--- config.mk ---
export PLATFORM = sky130hd
export DESIGN_NAME = dbg_step_clock
export DESIGN_NICKNAME = d
export VERILOG_FILES = /design/src/rtl/dbgclk_pkg.sv /design/src/rtl/dbgclk_debounce.sv /design/src/rtl/dbgclk_divider.sv /design/src/rtl/dbg_step_clock.sv
export SDC_FILE = /design/constraint.sdc
export NUM_CORES = 1
export LEC_CHECK = 0
export BUFFER_PORTS_ARGS = -buffer_cell sky130_fd_sc_hd__buf_2
export CAP_MARGIN = 20
export CORE_ASPECT_RATIO = 0.5
export CORE_MARGIN = 1
export CORE_UTILIZATION = 60
export DETAILED_ROUTE_END_ITERATION = 8
export GPL_TIMING_DRIVEN = 0
export PLACE_DENSITY = 0.79
export SYNTH_ARGS = -nofsm -noshare
export SYNTH_HDL_FRONTEND = slang
export SYNTH_HIERARCHICAL = 1
export SYNTH_SLANG_ARGS = --single-unit
--- constraint.sdc ---
create_clock -name clk -period 15.7 [get_ports clk]
set_input_delay 3.14 -clock clk [delete_from_list [all_inputs] [get_ports clk]]
set_output_delay 3.14 -clock clk [all_outputs]
set_load 0.005 [all_outputs]
--- src/rtl/dbgclk_pkg.sv ---
// Shared definitions for the debug step clock controller.
// Assumes: all periods are given in system-clock cycles.
package dbgclk_pkg;

    // Automatic slow-rate codes, fastest first.
    typedef enum logic [1:0] {
        RATE_C100  = 2'd0,
        RATE_C10   = 2'd1,
        RATE_C1    = 2'd2,
        RATE_C0P1  = 2'd3
    } rate_code_e;

    // Largest of four period values, used to size counters.
    function automatic int unsigned max4(input int unsigned a, input int unsigned b,
                                         input int unsigned c, input int unsigned d);
        int unsigned m;
        m = a;
        if (b > m) m = b;
        if (c > m) m = c;
        if (d > m) m = d;
        return m;
    endfunction

endpackage

--- src/rtl/dbgclk_debounce.sv ---
// Two-flop synchronizer followed by a stability filter.
// The output takes a new level only after the synchronized input has differed
// from it for STABLE_CYC consecutive cycles. Assumes STABLE_CYC >= 1.
module dbgclk_debounce #(
    parameter int unsigned STABLE_CYC = 8
) (
    input  logic clk,
    input  logic rst_n,
    input  logic raw,
    output logic level
);
    localparam int CW = $clog2(STABLE_CYC + 1);

    logic          sync_a;
    logic          sync_b;
    logic [CW-1:0] run_cnt;

    // Bring the asynchronous input into the clock domain.
    always_ff @(posedge clk) begin
        if (!rst_n) begin
            sync_a <= 1'b0;
            sync_b <= 1'b0;
        end else begin
            sync_a <= raw;
            sync_b <= sync_a;
        end
    end

    // Count cycles of disagreement and accept the level once the count is full.
    always_ff @(posedge clk) begin
        if (!rst_n) begin
            run_cnt <= '0;
            level   <= 1'b0;
        end else if (sync_b == level) begin
            run_cnt <= '0;
        end else if (run_cnt == CW'(STABLE_CYC - 1)) begin
            run_cnt <= '0;
            level   <= sync_b;
        end else begin
            run_cnt <= run_cnt + 1'b1;
        end
    end

endmodule

--- src/rtl/dbgclk_divider.sv ---
// Free-running period counter with a live period input.
// tick is high in the last cycle of each period; a count at or above the last
// value also ticks, so a shortened period takes effect at once.
// Assumes period >= 2.
module dbgclk_divider #(
    parameter int CW = 8
) (
    input  logic          clk,
    input  logic          rst_n,
    input  logic          clear,
    input  logic [CW-1:0] period,
    output logic          tick
);
    logic [CW-1:0] cnt;

    assign tick = (cnt >= period - 1'b1);

    // Advance the count, wrap on tick, restart on request.
    always_ff @(posedge clk) begin
        if (!rst_n || clear || tick) begin
            cnt <= '0;
        end else begin
            cnt <= cnt + 1'b1;
        end
    end

endmodule

--- src/rtl/dbg_step_clock.sv ---
// Debug step clock controller: issues one-cycle clock-enable pulses at the
// nominal period in normal mode, or in slow mode at a selected low rate or once
// per debounced button press. The LED toggles on each slow pulse.
// Assumes all periods >= 2 and that step_manual and rate_sel are synchronous.
module dbg_step_clock #(
    parameter int unsigned DEB_CYCLES = 1000000,
    parameter int unsigned NOM_DIV    = 250000,
    parameter int unsigned RATE_100   = 500000,
    parameter int unsigned RATE_10    = 5000000,
    parameter int unsigned RATE_1     = 50000000,
    parameter int unsigned RATE_0P1   = 500000000
) (
    input  logic       clk,
    input  logic       rst_n,
    input  logic       mode_sw_raw,
    input  logic       step_btn_raw,
    input  logic       step_manual,
    input  logic [1:0] rate_sel,
    output logic       clk_en,
    output logic       led
);
    import dbgclk_pkg::*;

    localparam int unsigned MAX_PER = max4(max4(RATE_100, RATE_10, RATE_1, RATE_0P1),
                                           NOM_DIV, 2, 2);
    localparam int CW = $clog2(MAX_PER + 1);

    logic          mode_db;
    logic          step_db;
    logic          step_prev;
    logic          step_rise;
    logic          slow_q;
    logic [CW-1:0] rate_per;
    logic [CW-1:0] period;
    logic          tick;
    logic          cand;
    logic          apply_sw;
    logic          div_clear;

    dbgclk_debounce #(.STABLE_CYC(DEB_CYCLES)) u_mode_db (
        .clk(clk), .rst_n(rst_n), .raw(mode_sw_raw), .level(mode_db)
    );

    dbgclk_debounce #(.STABLE_CYC(DEB_CYCLES)) u_step_db (
        .clk(clk), .rst_n(rst_n), .raw(step_btn_raw), .level(step_db)
    );

    // Remember the previous debounced button level for edge detection.
    always_ff @(posedge clk) begin
        if (!rst_n) step_prev <= 1'b0;
        else        step_prev <= step_db;
    end

    assign step_rise = step_db & ~step_prev;

    // Map the rate code onto its period.
    always_comb begin
        unique case (rate_code_e'(rate_sel))
            RATE_C100: rate_per = CW'(RATE_100);
            RATE_C10:  rate_per = CW'(RATE_10);
            RATE_C1:   rate_per = CW'(RATE_1);
            default:   rate_per = CW'(RATE_0P1);
        endcase
    end

    assign period    = slow_q ? rate_per : CW'(NOM_DIV);
    assign cand      = (slow_q && step_manual) ? step_rise : tick;
    assign apply_sw  = (mode_db != slow_q) && !cand;
    assign div_clear = apply_sw || (slow_q && step_manual);

    dbgclk_divider #(.CW(CW)) u_div (
        .clk(clk), .rst_n(rst_n), .clear(div_clear), .period(period), .tick(tick)
    );

    // Apply a pending mode change only in a cycle without a pulse.
    always_ff @(posedge clk) begin
        if (!rst_n)        slow_q <= 1'b0;
        else if (apply_sw) slow_q <= mode_db;
    end

    // Register the enable pulse and the step indicator.
    always_ff @(posedge clk) begin
        if (!rst_n) begin
            clk_en <= 1'b0;
            led    <= 1'b0;
        end else begin
            clk_en <= cand;
            if (!slow_q)   led <= 1'b0;
            else if (cand) led <= ~led;
        end
    end

endmodule

**Word-level counts from Yosys, hierarchy flattened**

Index checks and enable logic that the tools add are counted.

- Input port bits: 7
- Logic and storage cells: 47
- Register bits after elaboration: 79
- Output and inout bits: 2

- $lt $le $gt $ge: 1
- Eq/ne operators: 7
- Multiplexer cells: 3
- Reductions and logical operators: 13
- Add/subtract/negate cells: 4
- Bitwise operators: 6

Operators by type and width:

| cell | number |
|---|---|
| one-hot mux 29 bit (3 select lines) | 1 |
| adder 20 x 1 -> 20 bit, second input constant | 2 |
| equality test 20 bit, second input constant | 2 |
| adder 29 x 1 -> 29 bit, second input constant | 1 |
| greater-or-equal comparator 29 bit | 1 |
| 2-to-1 mux 29 bit | 1 |
| subtractor 29 x 1 -> 29 bit, second input constant | 1 |
| AND reduction 2 bit | 3 |
| OR reduction 3 bit | 2 |
| NOT 1 bit | 5 |
| logical OR 1 bit | 3 |
| equality test 1 bit | 2 |
| equality test 2 x 1 -> 1 bit, second input constant | 1 |
| equality test 2 bit, second input constant | 1 |
| logical AND 1 bit | 2 |
| logical NOT 1 bit | 2 |
| logical NOT 2 bit | 1 |
| bitwise AND 1 bit | 1 |
| 2-to-1 mux 1 bit | 1 |
| != test 1 bit | 1 |

**Longest topological paths before layout**

- Depth in word-level cells: 11
- Depth in mapped cells: 23
- Mapped depth without buffers: 20

**Hierarchy**

Netlist, hierarchy kept.

By module, submodules not included:

| module | times used | area an instance (µm²) | cells an instance | sequential area each (µm²) |
|---|---|---|---|---|
| dbgclk_divider | 1 | 2,506.2 | 299 | 580.6 |
| dbgclk_debounce | 2 | 988.4 | 112 | 460.4 |
| dbg_step_clock | 1 | 380.4 | 48 | 80.1 |

**Worst setup path before layout**

No wires, ideal clock.

- Path kind: input to register
- From: in rate_sel[0]
- To: reg u_div.cnt[20]
- Setup slack: 8,224 ps
- Arrival: 7,384 ps
- Library setup time: 92 ps
- Stages: 22
- Required time: 15,608 ps
- Buffers on the path: 3
- Path through: inv_1 -> ha_1 -> nor2_1 -> o21ai_0 -> or4_1 -> and4bb_1 -> nand3_1 -> nor3_1 -> xnor2_1 -> ha_1 -> nand4_1 -> nor4_1 -> o41a_1 -> clkbuf_1 -> or2_2 -> nor2_1 -> o21ai_0 -> o21ai_0 -> nand2b_1 -> clkbuf_1 -> clkbuf_1 -> nor4_1

- Word-level cells in the longest chain between the ends: 11
- Elaborated cells between the ends (all ways): 13
- Those cells by class: add/sub: 1; order compare: 1; eq/ne: 2; mux: 3; reduce/logical: 6

RTL lines:

| what | RTL line | source |
|---|---|---|
| from (decl) | dbg_step_clock.sv:18 | `input logic [1:0] rate_sel,` |
| equality test 2 bit, or another cell as far along | dbg_step_clock.sv:58 | `unique case (rate_code_e'(rate_sel))` |
| one-hot mux 29 bit (3 select lines) * | dbg_step_clock.sv:58 |  |
| 2-to-1 mux 29 bit * | dbg_step_clock.sv:66 | `assign period = slow_q ? rate_per : CW'(NOM_DIV);` |
| named net period[15] | dbg_step_clock.sv:34 | `logic [CW-1:0] period;` |
| subtractor 29 x 1 -> 29 bit * | dbgclk_divider.sv:16 | `assign tick = (cnt >= period - 1'b1);` |
| greater-or-equal comparator 29 bit * | dbgclk_divider.sv:16 |  |
| named net tick | dbg_step_clock.sv:35 | `logic tick;` |
| 2-to-1 mux 1 bit * | dbg_step_clock.sv:67 | `assign cand = (slow_q && step_manual) ? step_rise : tick;` |
| logical NOT 1 bit * | dbg_step_clock.sv:68 | `assign apply_sw = (mode_db != slow_q) && !cand;` |
| logical AND 1 bit * | dbg_step_clock.sv:68 |  |
| logical OR 1 bit * | dbg_step_clock.sv:69 | `assign div_clear = apply_sw \|\| (slow_q && step_manual);` |
| named net div_clear | dbg_step_clock.sv:38 | `logic div_clear;` |
| logical OR 1 bit * (2 in series) | dbgclk_divider.sv:20 | `if (!rst_n \|\| clear \|\| tick) begin` |
| to (signal assigned) | dbgclk_divider.sv:23 | `cnt <= cnt + 1'b1;` |
| to (decl) | dbgclk_divider.sv:14 | `logic [CW-1:0] cnt;` |

The timed path passes the listed nets; every way through them passes the cells marked *.
A chain may end at the register's enable or synchronous reset.

**Final worst setup path**

- From: in rate_sel[0]
- To: reg u_div.cnt[24]

Same word-level chain as after synthesis.

==> summary.txt <==
STA
  • Total Neg Setup Slack: 0 ns
  • Final slew viol count: 0
  • Slew headroom: 0.304
  • Fmax: about 120 MHz
  • Slew @ Worst Pin: between 1 and 1.5 ns
  • Final setup violation count: 0
  • Final min period: about 8.3 ns
  • Final hold vios: 0
  • Worst clock skew: 0.00435 ns
  • Fin crit share: 0.528
  • RSZ-0062 raised after global routing: no

Pwr
  • NetSw: between 0.00009 and 0.0001 W
  • Clock power share: 0.493
  • Logic pwr share: 0.028
  • Sequential share of power: 0.479
  • Leakage: around 1.9 nW
  • P_int: ~0.00033 W
  • Power Total: 0.000424 W
  • VDD IR max: approximately 0.11 mV
  • PD cells: 78.7 nW/um2
  • Sw Share: 0.222

Cells and area
  • Layout area overhead: 10.8%
  • Share of cells above drive strength 1: 0.0772
  • Post-route cell area: ~5400 um2
  • ANT cells: 0
  • Nets: about 650

Placed design
  • Port buffer count: 8
  • Placement-stage cell area: between 5000 and 6000 um2
  • Post-DP HPWL: 7150 um
  • RePlAce Congestion: 0.802

Die
  • Die W: 129 um
  • Die Height: between 60 and 70 um
  • Core Area: about 7600 um2
  • Starting Density: 0.642
  • DIE AREA: 8490 um2
  • # rows: 22
  • I/O Pins: 9

Logic synthesis
  • Gate Count Post-Synth: 571
  • Area leader, netlist: dfxtp_1
  • Yosys Warn Count: 6
  • Sequential area share after synthesis: 0.325
  • Top post-synthesis cells by area: dfxtp_1 33%, ha_1 11%, xnor2_1 8.5%
  • Mapped Area: 4860 um2
  • Cell variety after synth: 51
  • Number of synthesized flops with an enable pin: 0
  • Asr flop ratio synth: 0
  • Post-synth top flop: dfxtp_1
  • Syn_area_per_cell: between 8 and 9 um2
  • Yosys top cell area share: 0.325
  • Synthesized flop and latch total: 79

Route
  • 1st-pass router iterations: 5
  • Via-to-Cell Ratio: 5.62
  • WL per Instance: 13.5 um
  • Routed vias: roughly 4000
  • Final ANT Viol Nets: 0
  • WL final: approximately 9700 um
  • DRC viols: 0
  • Detailed Route Iter0 Violations: 240

Job
  • Max Cap Viol: 0

Clock network
  • CTS Buf Count: 9
  • CTS sink cnt: between 70 and 80
  • Hold buffers post-CTS: 0
  • TritonCTS clock tree: done
  • Setup bufs post-CTS: 0
  • Clock Tree Root: clkbuf_16
  • Htree depth: 3
  • Latest clock arrival within the worst-skew pair: around 0.34 ns
  • Longest Clk Path Bufs: 2
  • Post-CTS Resized: 0
  • CTS clk-pin slew, worst paths: 0.06 ns

Critical path
  • Critical path class: input pin to flip-flop
  • Crit-path max FO: 10
  • Worst path required time: between 15 and 20 ns
  • Worst R2R Setup Slack: approximately 10 ns
  • CP Launch Type: input pin
  • Worst r2r path cells: 20
  • Critical R2R Launch: slow_q
  • Crit end category: flip-flop
  • FF-to-FF End: u_div/cnt[24]
  • Crit path arrival time: about 8.5 ns

Global routing
  • Gr ovfl total: 0
  • First-pass GRT wire length: 16700 um
  • Gr usage total: 0.252
  • Initial antenna violation count: 0
  • Vias in the first global route: around 3800
  • Largest net degree at the start of global routing: 17

Min path
  • Hold Path Sink: u_step_db/sync_b
  • HP Class: flip-flop to flip-flop
  • HP Start: u_step_db/sync_a
  • Hold depth: 1

Run status
  • Outcome: complete, no violations
power by group through the flow:
stage / clock network (W) / logic [W] / registers (W)
floorplan: 0 / 0.00000821 / 0.000207
global placement: 0 / 0.0000112 / 0.000208
detailed placement: 0 / 0.0000114 / 0.000208
CTS: 0.000212 / 0.0000116 / 0.000203
global route: 0.000222 / 0.0000140 / 0.000203
finish: 0.000209 / 0.0000118 / 0.000203
cell usage in the layout, fill, tap and decap left out, types with 15 or more instances in the layout:
cell type and n:
nand4_1 19, ha_1 41, conb_1 15, nand3_1 28, xnor2_1 47, xor2_1 30
dfxtp_1 79, nor3_1 17, inv_1 23, nor2_1 54, nor4_1 41, o21ai_0 17
nand2_1 37, a21oi_1 26
cell families (layout without fill, tap and decap cells):
logic type | count (synthesis) | in the layout | share of synthesized area
flip-flops | 79 | 79 | 0.325
AND/OR/NAND/NOR | 268 | 268 | 0.314
other | 1 | 15 | 0.000771
XOR/XNOR | 77 | 77 | 0.139
multiplexers | 3 | 3 | 0.00617
adder cells (fa/ha/maj) | 41 | 41 | 0.105
AO/OA/AOI/OAI | 62 | 62 | 0.0769
buffers and inverters | 40 | 64 | 0.0327
final cells by class:
type,instances,area (um2)
multi-input combinational,466,3180
fill,602,2180
sequential,79,1580
clock buffer,10,229
tap,108,135
inverter,23,86.3
buffer,17,72.6
clock inverter,6,67.6
timing repair buffer,8,40.0
metal layers:
layer	routed length [um]	GRT usage	vias to the layer above
met2	4490	0.435	55
li1	-	-	2101
met1	4720	0.310	1869
met4	96	0.0765	0
met5	0	0	-
met3	376	0.0651	8
flip-flops by register name, summed over array words and instances (netlist names):
register and cells:
led 1, slow_q 1, step_prev 1, u_mode_db/level 1
u_mode_db/sync_a 1, u_step_db/sync_a 1, u_step_db/level 1, clk_en 1
u_step_db/run_cnt 20, u_mode_db/sync_b 1, u_mode_db/run_cnt 20, u_div/cnt 29
u_step_db/sync_b 1
metrics by stage:
stage	instances	hold slack (ns)	setup WS, ns	util
floorplan	585	0.412	8.22	-
global placement	701	0.421	7.32	0.673
detailed placement	701	0.420	7.14	0.673
CTS	717	0.435	7.46	0.712
global route	717	0.466	6.87	0.712
finish	717	0.438	7.42	0.712
how the worst max path moves through the flow:
stage | start | to | slack (ns) | cells past startpoint
after detailed placement | rate_sel[0] | u_div/cnt[26] | 7.14 | 23
after floorplan | rate_sel[0] | u_div/cnt[20] | 8.22 | 22
after CTS | rate_sel[0] | u_div/cnt[26] | 7.46 | 23
final | rate_sel[0] | u_div/cnt[24] | 7.42 | 23
after global placement | rate_sel[0] | u_div/cnt[22] | 7.32 | 23
after global routing | rate_sel[0] | u_div/cnt[25] | 6.87 | 23
cells in the mapped netlist (2+ instances only):
master     n
dfxtp_1   79
nor2_1    54
xnor2_1   47
ha_1      41
nor4_1    41
nand2_1   37
xor2_1    30
nand3_1   28
a21oi_1   26
inv_1     23
nand4_1   19
nor3_1    17
o21ai_0   17
or4_1     13
clkbuf_1  12
and2_1    11
or3_1     11
o31ai_1    6
and3_1     5
nor4_2     5
a21boi_0   4
nor2b_1    4
mux2i_1    3
or2_2      3
buf_2      2
clkbuf_2   2
nand3_2    2
nand3_4    2
nand4b_1   2
nor3b_1    2
nor4bb_1   2
o211ai_2   2
worst max-delay path: stages:
cell	delay, ns
buf_2	0.13
inv_1	0.10
ha_1	0.22
nor2_1	0.09
o21ai_0	0.24
or4_1	0.59
and4bb_1	0.35
nand2_1	0.11
nor4_2	0.22
xnor2_1	0.16
ha_1	0.33
nand4_1	0.14
nor4_1	0.50
o41a_1	0.29
clkbuf_1	0.39
or2_2	0.23
nor2_1	0.05
o21ai_0	0.16
o21ai_0	0.09
nand2b_1	0.15
clkbuf_1	0.23
clkbuf_1	0.30
nor4_1	0.29
No activity file was read; power rests on OpenSTA's default activity.
